### config.mk
export PLATFORM = sky130hd
export DESIGN_NAME = cdt_timer
export DESIGN_NICKNAME = d
export VERILOG_FILES = /design/src/rtl/cdt_pkg.sv /design/src/rtl/cdt_prescaler.sv /design/src/rtl/cdt_regs.sv /design/src/rtl/cdt_counter.sv /design/src/rtl/cdt_timer.sv
export SDC_FILE = /design/constraint.sdc
export NUM_CORES = 1
export LEC_CHECK = 0
export CAP_MARGIN = 5
export CORE_MARGIN = 4
export CORE_UTILIZATION = 60
export DETAILED_ROUTE_END_ITERATION = 8
export HOLD_SLACK_MARGIN = 0.08
export PLACE_DENSITY_LB_ADDON = 0.25
export SYNTH_ARGS = -nofsm -noshare
export SYNTH_HDL_FRONTEND = slang
export SYNTH_SLANG_ARGS = --single-unit
### constraint.sdc
create_clock -name clk -period 9.6 [get_ports clk]
set_input_delay 2.88 -clock clk [delete_from_list [all_inputs] [get_ports clk]]
set_output_delay 2.88 -clock clk [all_outputs]
set_load 0.01 [all_outputs]
### src/rtl/cdt_pkg.sv
package cdt_pkg;

    typedef enum logic [1:0] {
        REG_ENTRY = 2'd0,
        REG_DIV   = 2'd1,
        REG_INIT  = 2'd2,
        REG_CUR   = 2'd3
    } reg_sel_e;

    typedef enum logic {
        ST_STOPPED  = 1'b0,
        ST_COUNTING = 1'b1
    } cnt_state_e;

    typedef struct packed {
        logic       periodic;
        logic       mask;
        logic [2:0] mode;
        logic [7:0] vector;
    } entry_t;

    localparam logic [2:0] MODE_FIXED = 3'd0;
    localparam int         SHIFT_W    = 3;

    localparam int ENT_VEC_LSB  = 0;
    localparam int ENT_MODE_LSB = 8;
    localparam int ENT_MASK_BIT = 16;
    localparam int ENT_PER_BIT  = 17;

endpackage

### src/rtl/cdt_prescaler.sv
module cdt_prescaler
    import cdt_pkg::*;
#(
    parameter int CODE_W = SHIFT_W
) (
    input  logic              clk,
    input  logic              rst_n,
    input  logic              base_en,
    input  logic              restart,
    input  logic [CODE_W-1:0] cfg_code,
    output logic              tick
);

    localparam int PRE_W = 2 ** CODE_W;

    logic [CODE_W-1:0] shift;
    logic [PRE_W-1:0]  pre_q;
    logic [PRE_W-1:0]  low_mask;

    // shift wraps modulo 2^CODE_W, so the all-ones code selects divide by 1
    assign shift    = cfg_code + 1'b1;
    assign low_mask = (PRE_W'(1) << shift) - PRE_W'(1);
    assign tick     = base_en && !restart && ((pre_q & low_mask) == low_mask);

    always_ff @(posedge clk) begin
        if (!rst_n) begin
            pre_q <= '0;
        end else if (restart) begin
            pre_q <= '0;
        end else if (base_en) begin
            pre_q <= pre_q + 1'b1;
        end
    end

endmodule

### src/rtl/cdt_regs.sv
module cdt_regs
    import cdt_pkg::*;
#(
    parameter int CNT_W  = 32,
    parameter int DATA_W = 32,
    parameter int ADDR_W = 2
) (
    input  logic               clk,
    input  logic               rst_n,
    input  logic               wr_en,
    input  logic [ADDR_W-1:0]  addr,
    input  logic [DATA_W-1:0]  wdata,
    input  logic [CNT_W-1:0]   cur_cnt,
    output entry_t             entry_q,
    output logic [SHIFT_W-1:0] div_code_q,
    output logic [CNT_W-1:0]   init_q,
    output logic               load,
    output logic [DATA_W-1:0]  rdata
);

    logic sel_entry, sel_div, sel_init, sel_cur;

    assign sel_entry = (addr == ADDR_W'(REG_ENTRY));
    assign sel_div   = (addr == ADDR_W'(REG_DIV));
    assign sel_init  = (addr == ADDR_W'(REG_INIT));
    assign sel_cur   = (addr == ADDR_W'(REG_CUR));
    assign load      = wr_en && sel_init;

    always_ff @(posedge clk) begin
        if (!rst_n) begin
            entry_q    <= '{periodic: 1'b0, mask: 1'b1, mode: MODE_FIXED, vector: 8'h00};
            div_code_q <= '0;
            init_q     <= '0;
        end else if (wr_en) begin
            if (sel_entry) begin
                entry_q <= '{periodic: wdata[ENT_PER_BIT],
                             mask:     wdata[ENT_MASK_BIT],
                             mode:     wdata[ENT_MODE_LSB +: 3],
                             vector:   wdata[ENT_VEC_LSB +: 8]};
            end
            if (sel_div) begin
                div_code_q <= {wdata[3], wdata[1], wdata[0]};
            end
            if (sel_init) begin
                init_q <= wdata[CNT_W-1:0];
            end
        end
    end

    always_comb begin
        rdata = '0;
        if (sel_entry) begin
            rdata[ENT_PER_BIT]        = entry_q.periodic;
            rdata[ENT_MASK_BIT]       = entry_q.mask;
            rdata[ENT_MODE_LSB +: 3]  = entry_q.mode;
            rdata[ENT_VEC_LSB +: 8]   = entry_q.vector;
        end else if (sel_div) begin
            rdata[3] = div_code_q[2];
            rdata[1] = div_code_q[1];
            rdata[0] = div_code_q[0];
        end else if (sel_init) begin
            rdata[CNT_W-1:0] = init_q;
        end else if (sel_cur) begin
            rdata[CNT_W-1:0] = cur_cnt;
        end
    end

endmodule

### src/rtl/cdt_counter.sv
module cdt_counter
    import cdt_pkg::*;
#(
    parameter int CNT_W = 32
) (
    input  logic             clk,
    input  logic             rst_n,
    input  logic             tick,
    input  logic             load,
    input  logic [CNT_W-1:0] load_val,
    input  logic [CNT_W-1:0] reload_val,
    input  logic             periodic,
    input  logic             deliver_ok,
    input  logic [7:0]       vector,
    output logic [CNT_W-1:0] cur_cnt,
    output logic             irq_req,
    output logic [7:0]       irq_vec
);

    cnt_state_e       state_q, state_d;
    logic [CNT_W-1:0] cnt_q, cnt_d;
    logic             expire;
    logic             fire;

    // next state and next count
    always_comb begin
        state_d = state_q;
        cnt_d   = cnt_q;
        expire  = 1'b0;
        unique case (state_q)
            ST_STOPPED: begin
                if (load) begin
                    cnt_d   = load_val;
                    state_d = (load_val != '0) ? ST_COUNTING : ST_STOPPED;
                end
            end
            ST_COUNTING: begin
                if (load) begin
                    cnt_d   = load_val;
                    state_d = (load_val != '0) ? ST_COUNTING : ST_STOPPED;
                end else if (tick) begin
                    if (cnt_q == '0) begin
                        expire = 1'b1;
                        if (periodic) begin
                            cnt_d = reload_val;
                        end else begin
                            state_d = ST_STOPPED;
                        end
                    end else begin
                        cnt_d = cnt_q - 1'b1;
                    end
                end
            end
            default: state_d = ST_STOPPED;
        endcase
    end

    assign fire = expire && deliver_ok;

    // state register
    always_ff @(posedge clk) begin
        if (!rst_n) begin
            state_q <= ST_STOPPED;
            cnt_q   <= '0;
        end else begin
            state_q <= state_d;
            cnt_q   <= cnt_d;
        end
    end

    // registered outputs
    always_ff @(posedge clk) begin
        if (!rst_n) begin
            irq_req <= 1'b0;
            irq_vec <= '0;
        end else begin
            irq_req <= fire;
            irq_vec <= fire ? vector : 8'h00;
        end
    end

    assign cur_cnt = cnt_q;

endmodule

### src/rtl/cdt_timer.sv
module cdt_timer
    import cdt_pkg::*;
#(
    parameter int CNT_W  = 32,
    parameter int DATA_W = 32,
    parameter int ADDR_W = 2
) (
    input  logic              clk,
    input  logic              rst_n,
    input  logic              base_en,
    input  logic              wr_en,
    input  logic [ADDR_W-1:0] addr,
    input  logic [DATA_W-1:0] wdata,
    output logic [DATA_W-1:0] rdata,
    output logic              irq_req,
    output logic [7:0]        irq_vec
);

    entry_t             entry_q;
    logic [SHIFT_W-1:0] div_code;
    logic [CNT_W-1:0]   init_val;
    logic [CNT_W-1:0]   cur_cnt;
    logic               load;
    logic               tick;
    logic               deliver_ok;

    logic               ent_mask, ent_periodic;
    logic [2:0]         ent_mode;
    logic [7:0]         ent_vec;

    assign ent_mask     = entry_q.mask;
    assign ent_periodic = entry_q.periodic;
    assign ent_mode     = entry_q.mode;
    assign ent_vec      = entry_q.vector;
    assign deliver_ok   = !ent_mask && (ent_mode == MODE_FIXED);

    cdt_regs #(
        .CNT_W  (CNT_W),
        .DATA_W (DATA_W),
        .ADDR_W (ADDR_W)
    ) u_regs (
        .clk        (clk),
        .rst_n      (rst_n),
        .wr_en      (wr_en),
        .addr       (addr),
        .wdata      (wdata),
        .cur_cnt    (cur_cnt),
        .entry_q    (entry_q),
        .div_code_q (div_code),
        .init_q     (init_val),
        .load       (load),
        .rdata      (rdata)
    );

    cdt_prescaler #(
        .CODE_W (SHIFT_W)
    ) u_pre (
        .clk      (clk),
        .rst_n    (rst_n),
        .base_en  (base_en),
        .restart  (load),
        .cfg_code (div_code),
        .tick     (tick)
    );

    cdt_counter #(
        .CNT_W (CNT_W)
    ) u_cnt (
        .clk        (clk),
        .rst_n      (rst_n),
        .tick       (tick),
        .load       (load),
        .load_val   (wdata[CNT_W-1:0]),
        .reload_val (init_val),
        .periodic   (ent_periodic),
        .deliver_ok (deliver_ok),
        .vector     (ent_vec),
        .cur_cnt    (cur_cnt),
        .irq_req    (irq_req),
        .irq_vec    (irq_vec)
    );

endmodule

==> reports/metrics.yaml <==
run_status:
  status: "finished clean"
timing:
  fin_setup_tns_ns: 0
  slew_viol_final: 0
  setup_violations: 0
  fin_crit_sh: 0.824
  worstMarginPinSlew_ns: 1.09
  fmax_mhz: 126
  relSlewSlack: 0.272
  grt_setup_unrepaired: "false"
  hold_viol: 0
  min_period_ns: 7.91
  finClkSkew_ns: 0.0110
yosys:
  synth_area_leaders: "dfxtp_1, a21oi_1, nand2_1"
  synth-edff-count: 0
  synthSimpleGateAreaFrac: 0.252
  synth-seq-cells: 98
  syn_nets: 753
  async_flop_share: 0
  muxShareOfSynthArea: 0.0807
  synth_seq_area_share: 0.350
  synth_top_family_by_area: "simple AND/OR/NAND/NOR gates"
  syn_avg_cell_area_um2: 7.90
  synth_top_area_frac: 0.350
  yosysUniqueCellTypes: 58
  synthFlopType: "dfxtp_1"
  synth_xor_xnor_area_share: 0.0469
  yosys-top-cells-count: "nand2_1, dfxtp_1, a21oi_1"
  synth-adder-area-share: 0.0134
  yosys_warnings: 0
  syn-cell-area_mm2: 0.00560
  yosys.area.top_type: "dfxtp_1"
  synth.most_common_cell: "nand2_1"
  synth_compound_area_frac: 0.207
  synth_cells: 709
worst_setup_path:
  cp.arrival_ns: 5.03
  cp_common_cell: "clkdlybuf4s50_1"
  crit_path_start: "addr[1]"
  path_cells: "clkdlybuf4s50_1, buf_4, nor2_1, a22o_1, clkdlybuf4s50_1"
  cp-start-kind: "input pin"
  critPathKind: "in2out"
  crit_path_end_kind: "output pin"
  reg2reg_from: "u_regs.div_code_q[1]"
  timing.rr.end: "u_cnt.cur_cnt[20]"
  worstSetupEndpoint: "rdata[8]"
  r2r_cells: 12
  max_stage_delay_ns: 0.68
  regToRegSetupSlack_ns: 5.77
  crit_path_max_fanout: 36
  worstPathRequired_ns: 6.72
  worst_path_max_delay_cell: "nor2_1"
detailed_routing:
  antenna_left: 0
  vias_per_cell: 6.50
  route.detailed.drc: 0
  post_drt_wl_per_cell_um: 18.4
  wirelength_um: 15900
  firstDrtPassIters: 6
  first_iter_violations: 479
  routed-via-count: 5613
grt:
  grt_max_degree: 59
  grt.overflow.total: 0
  track_usage: 0.290
  antenna_found_initial: 0
  grt_pass1_wl_um: 26500
  grt_pass1_vias: 5395
place:
  io_buffers: 78
  gp_congestion: 0.887
  hpwl_um: 10600
power:
  leakagePower_nw: 2.34
  power.ir.vdd_worst_mv: 0.0791
  power.density_mw_per_mm2: 135
final_layout:
  final_layout_size_suffix_gt1_frac: 0.0635
  area_growth_pct: 16.0
  fin_util: 0.730
  diodes: 0
  nets: 795
clock_tree:
  hold_buffers: 0
  cts_tree: "built"
  clockBufferDepth: 2
  cts.reportedPaths.clkPinSlew_ns: 0.10
  cts_htree_levels: 3
  cts_resized: 0
  numCtsBuffers: 9
  root_buffer: "clkbuf_8"
  post_cts_buffers: 0
  clock_sinks: 98
  clock_latency_ns: 0.37
die:
  core_area_mm2: 0.00889
  rows: 34
  die_area_mm2: 0.0109
  pin_count: 79
  dieHeight_um: 105
  initial_core_util: 0.630
  die_x_um: 105
hold_path:
  hold_path_class: "reg2reg"
job:
  maxCapViolations: 0
==> per-layer routing <==
metal	track usage	vias up	share of wire
met5	0	-	0
met4	0.136	0	0.029
met3	0.0432	46	0.082
met2	0.466	303	0.47
met1	0.385	2648	0.42
li1	-	2616	-
==> through the flow <==
step	setup slack [ns]	hold WS, ns	instances	instance area, µm²	power (mW)
after floorplan	2.63	0.442	709	5600	0.572
after global placement	1.76	0.447	848	6320	0.626
after detailed placement	1.71	0.458	848	6320	0.633
after CTS	1.70	0.472	864	6490	0.878
after global routing	1.56	0.491	864	6490	0.919
final	1.69	0.474	864	6490	0.879
==> area by class of cell <==
cell class / count / area, µm²
Multi-Input combinational cell: 551 / 3370
Inverter: 6 / 22.5
Tap cell: 108 / 135
Fill cell: 689 / 2400
Clock inverter: 7 / 52.6
Clock buffer: 9 / 124
Timing Repair Buffer: 85 / 828
Sequential cell: 98 / 1960
==> cell families after synthesis <==
| family | count (synthesis) |
|---|---|
| AO/OA/AOI/OAI | 191 |
| adder cells (fa/ha/maj) | 6 |
| XOR/XNOR | 30 |
| multiplexers | 40 |
| flip-flops | 98 |
| AND/OR/NAND/NOR | 284 |
| buffers and inverters | 60 |
==> worst max-delay path: cells and delay by family <==
kind,cells,cell delay (ns)
AO/OA/AOI/OAI,1,0.26
buffers and inverters,3,1.20
AND/OR/NAND/NOR,1,0.68
==> layout by cell type (no fill, tap or decap), drive strengths merged, types with 4 or more instances in the layout <==
| cell type | n |
|---|---|
| a211oi | 16 |
| a21o | 4 |
| a21oi | 93 |
| a22o | 10 |
| a311oi | 5 |
| a31oi | 4 |
| and2 | 11 |
| buf | 8 |
| clkbuf | 9 |
| clkdlybuf4s50 | 77 |
| dfxtp | 98 |
| ha | 6 |
| inv | 9 |
| mux2 | 11 |
| mux2i | 26 |
| nand2 | 118 |
| nand2b | 5 |
| nand3 | 14 |
| nand3b | 4 |
| nand4 | 6 |
| nor2 | 49 |
| nor2b | 19 |
| nor3 | 11 |
| nor4 | 20 |
| o211ai | 11 |
| o21ai | 30 |
| o311ai | 5 |
| or3 | 6 |
| or4 | 6 |
| xnor2 | 19 |
| xor2 | 11 |
==> worst min path at each step <==
stage                                  from                 to  cells after the start
after detailed placement  u_regs.entry_q[2]  u_regs.entry_q[2]                      2
after floorplan           u_regs.entry_q[0]  u_regs.entry_q[0]                      2
final                     u_regs.entry_q[2]  u_regs.entry_q[2]                      2
after global placement    u_regs.entry_q[3]  u_regs.entry_q[3]                      2
after global routing      u_regs.entry_q[2]  u_regs.entry_q[2]                      2
after CTS                 u_regs.entry_q[2]  u_regs.entry_q[2]                      2
==> flip-flops by register name (all words and copies together), names as in the netlist <==
signal and cells:
u_cnt.cur_cnt 32, u_regs.init_q 32, u_regs.entry_q 13, u_cnt.irq_vec 8
u_pre.pre_q 8, u_regs.div_code_q 3, u_cnt.irq_req 1, u_cnt.state_q 1
==> power breakdown <==
part | internal (mW) | switching, mW | leakage (nW)
clock | 0.0966 | 0.153 | 0.0904
sequential | 0.421 | 0.0189 | 0.797
combinational | 0.0788 | 0.110 | 1.46
total | 0.597 | 0.282 | 2.34
No activity file was read; power rests on OpenSTA's default activity.
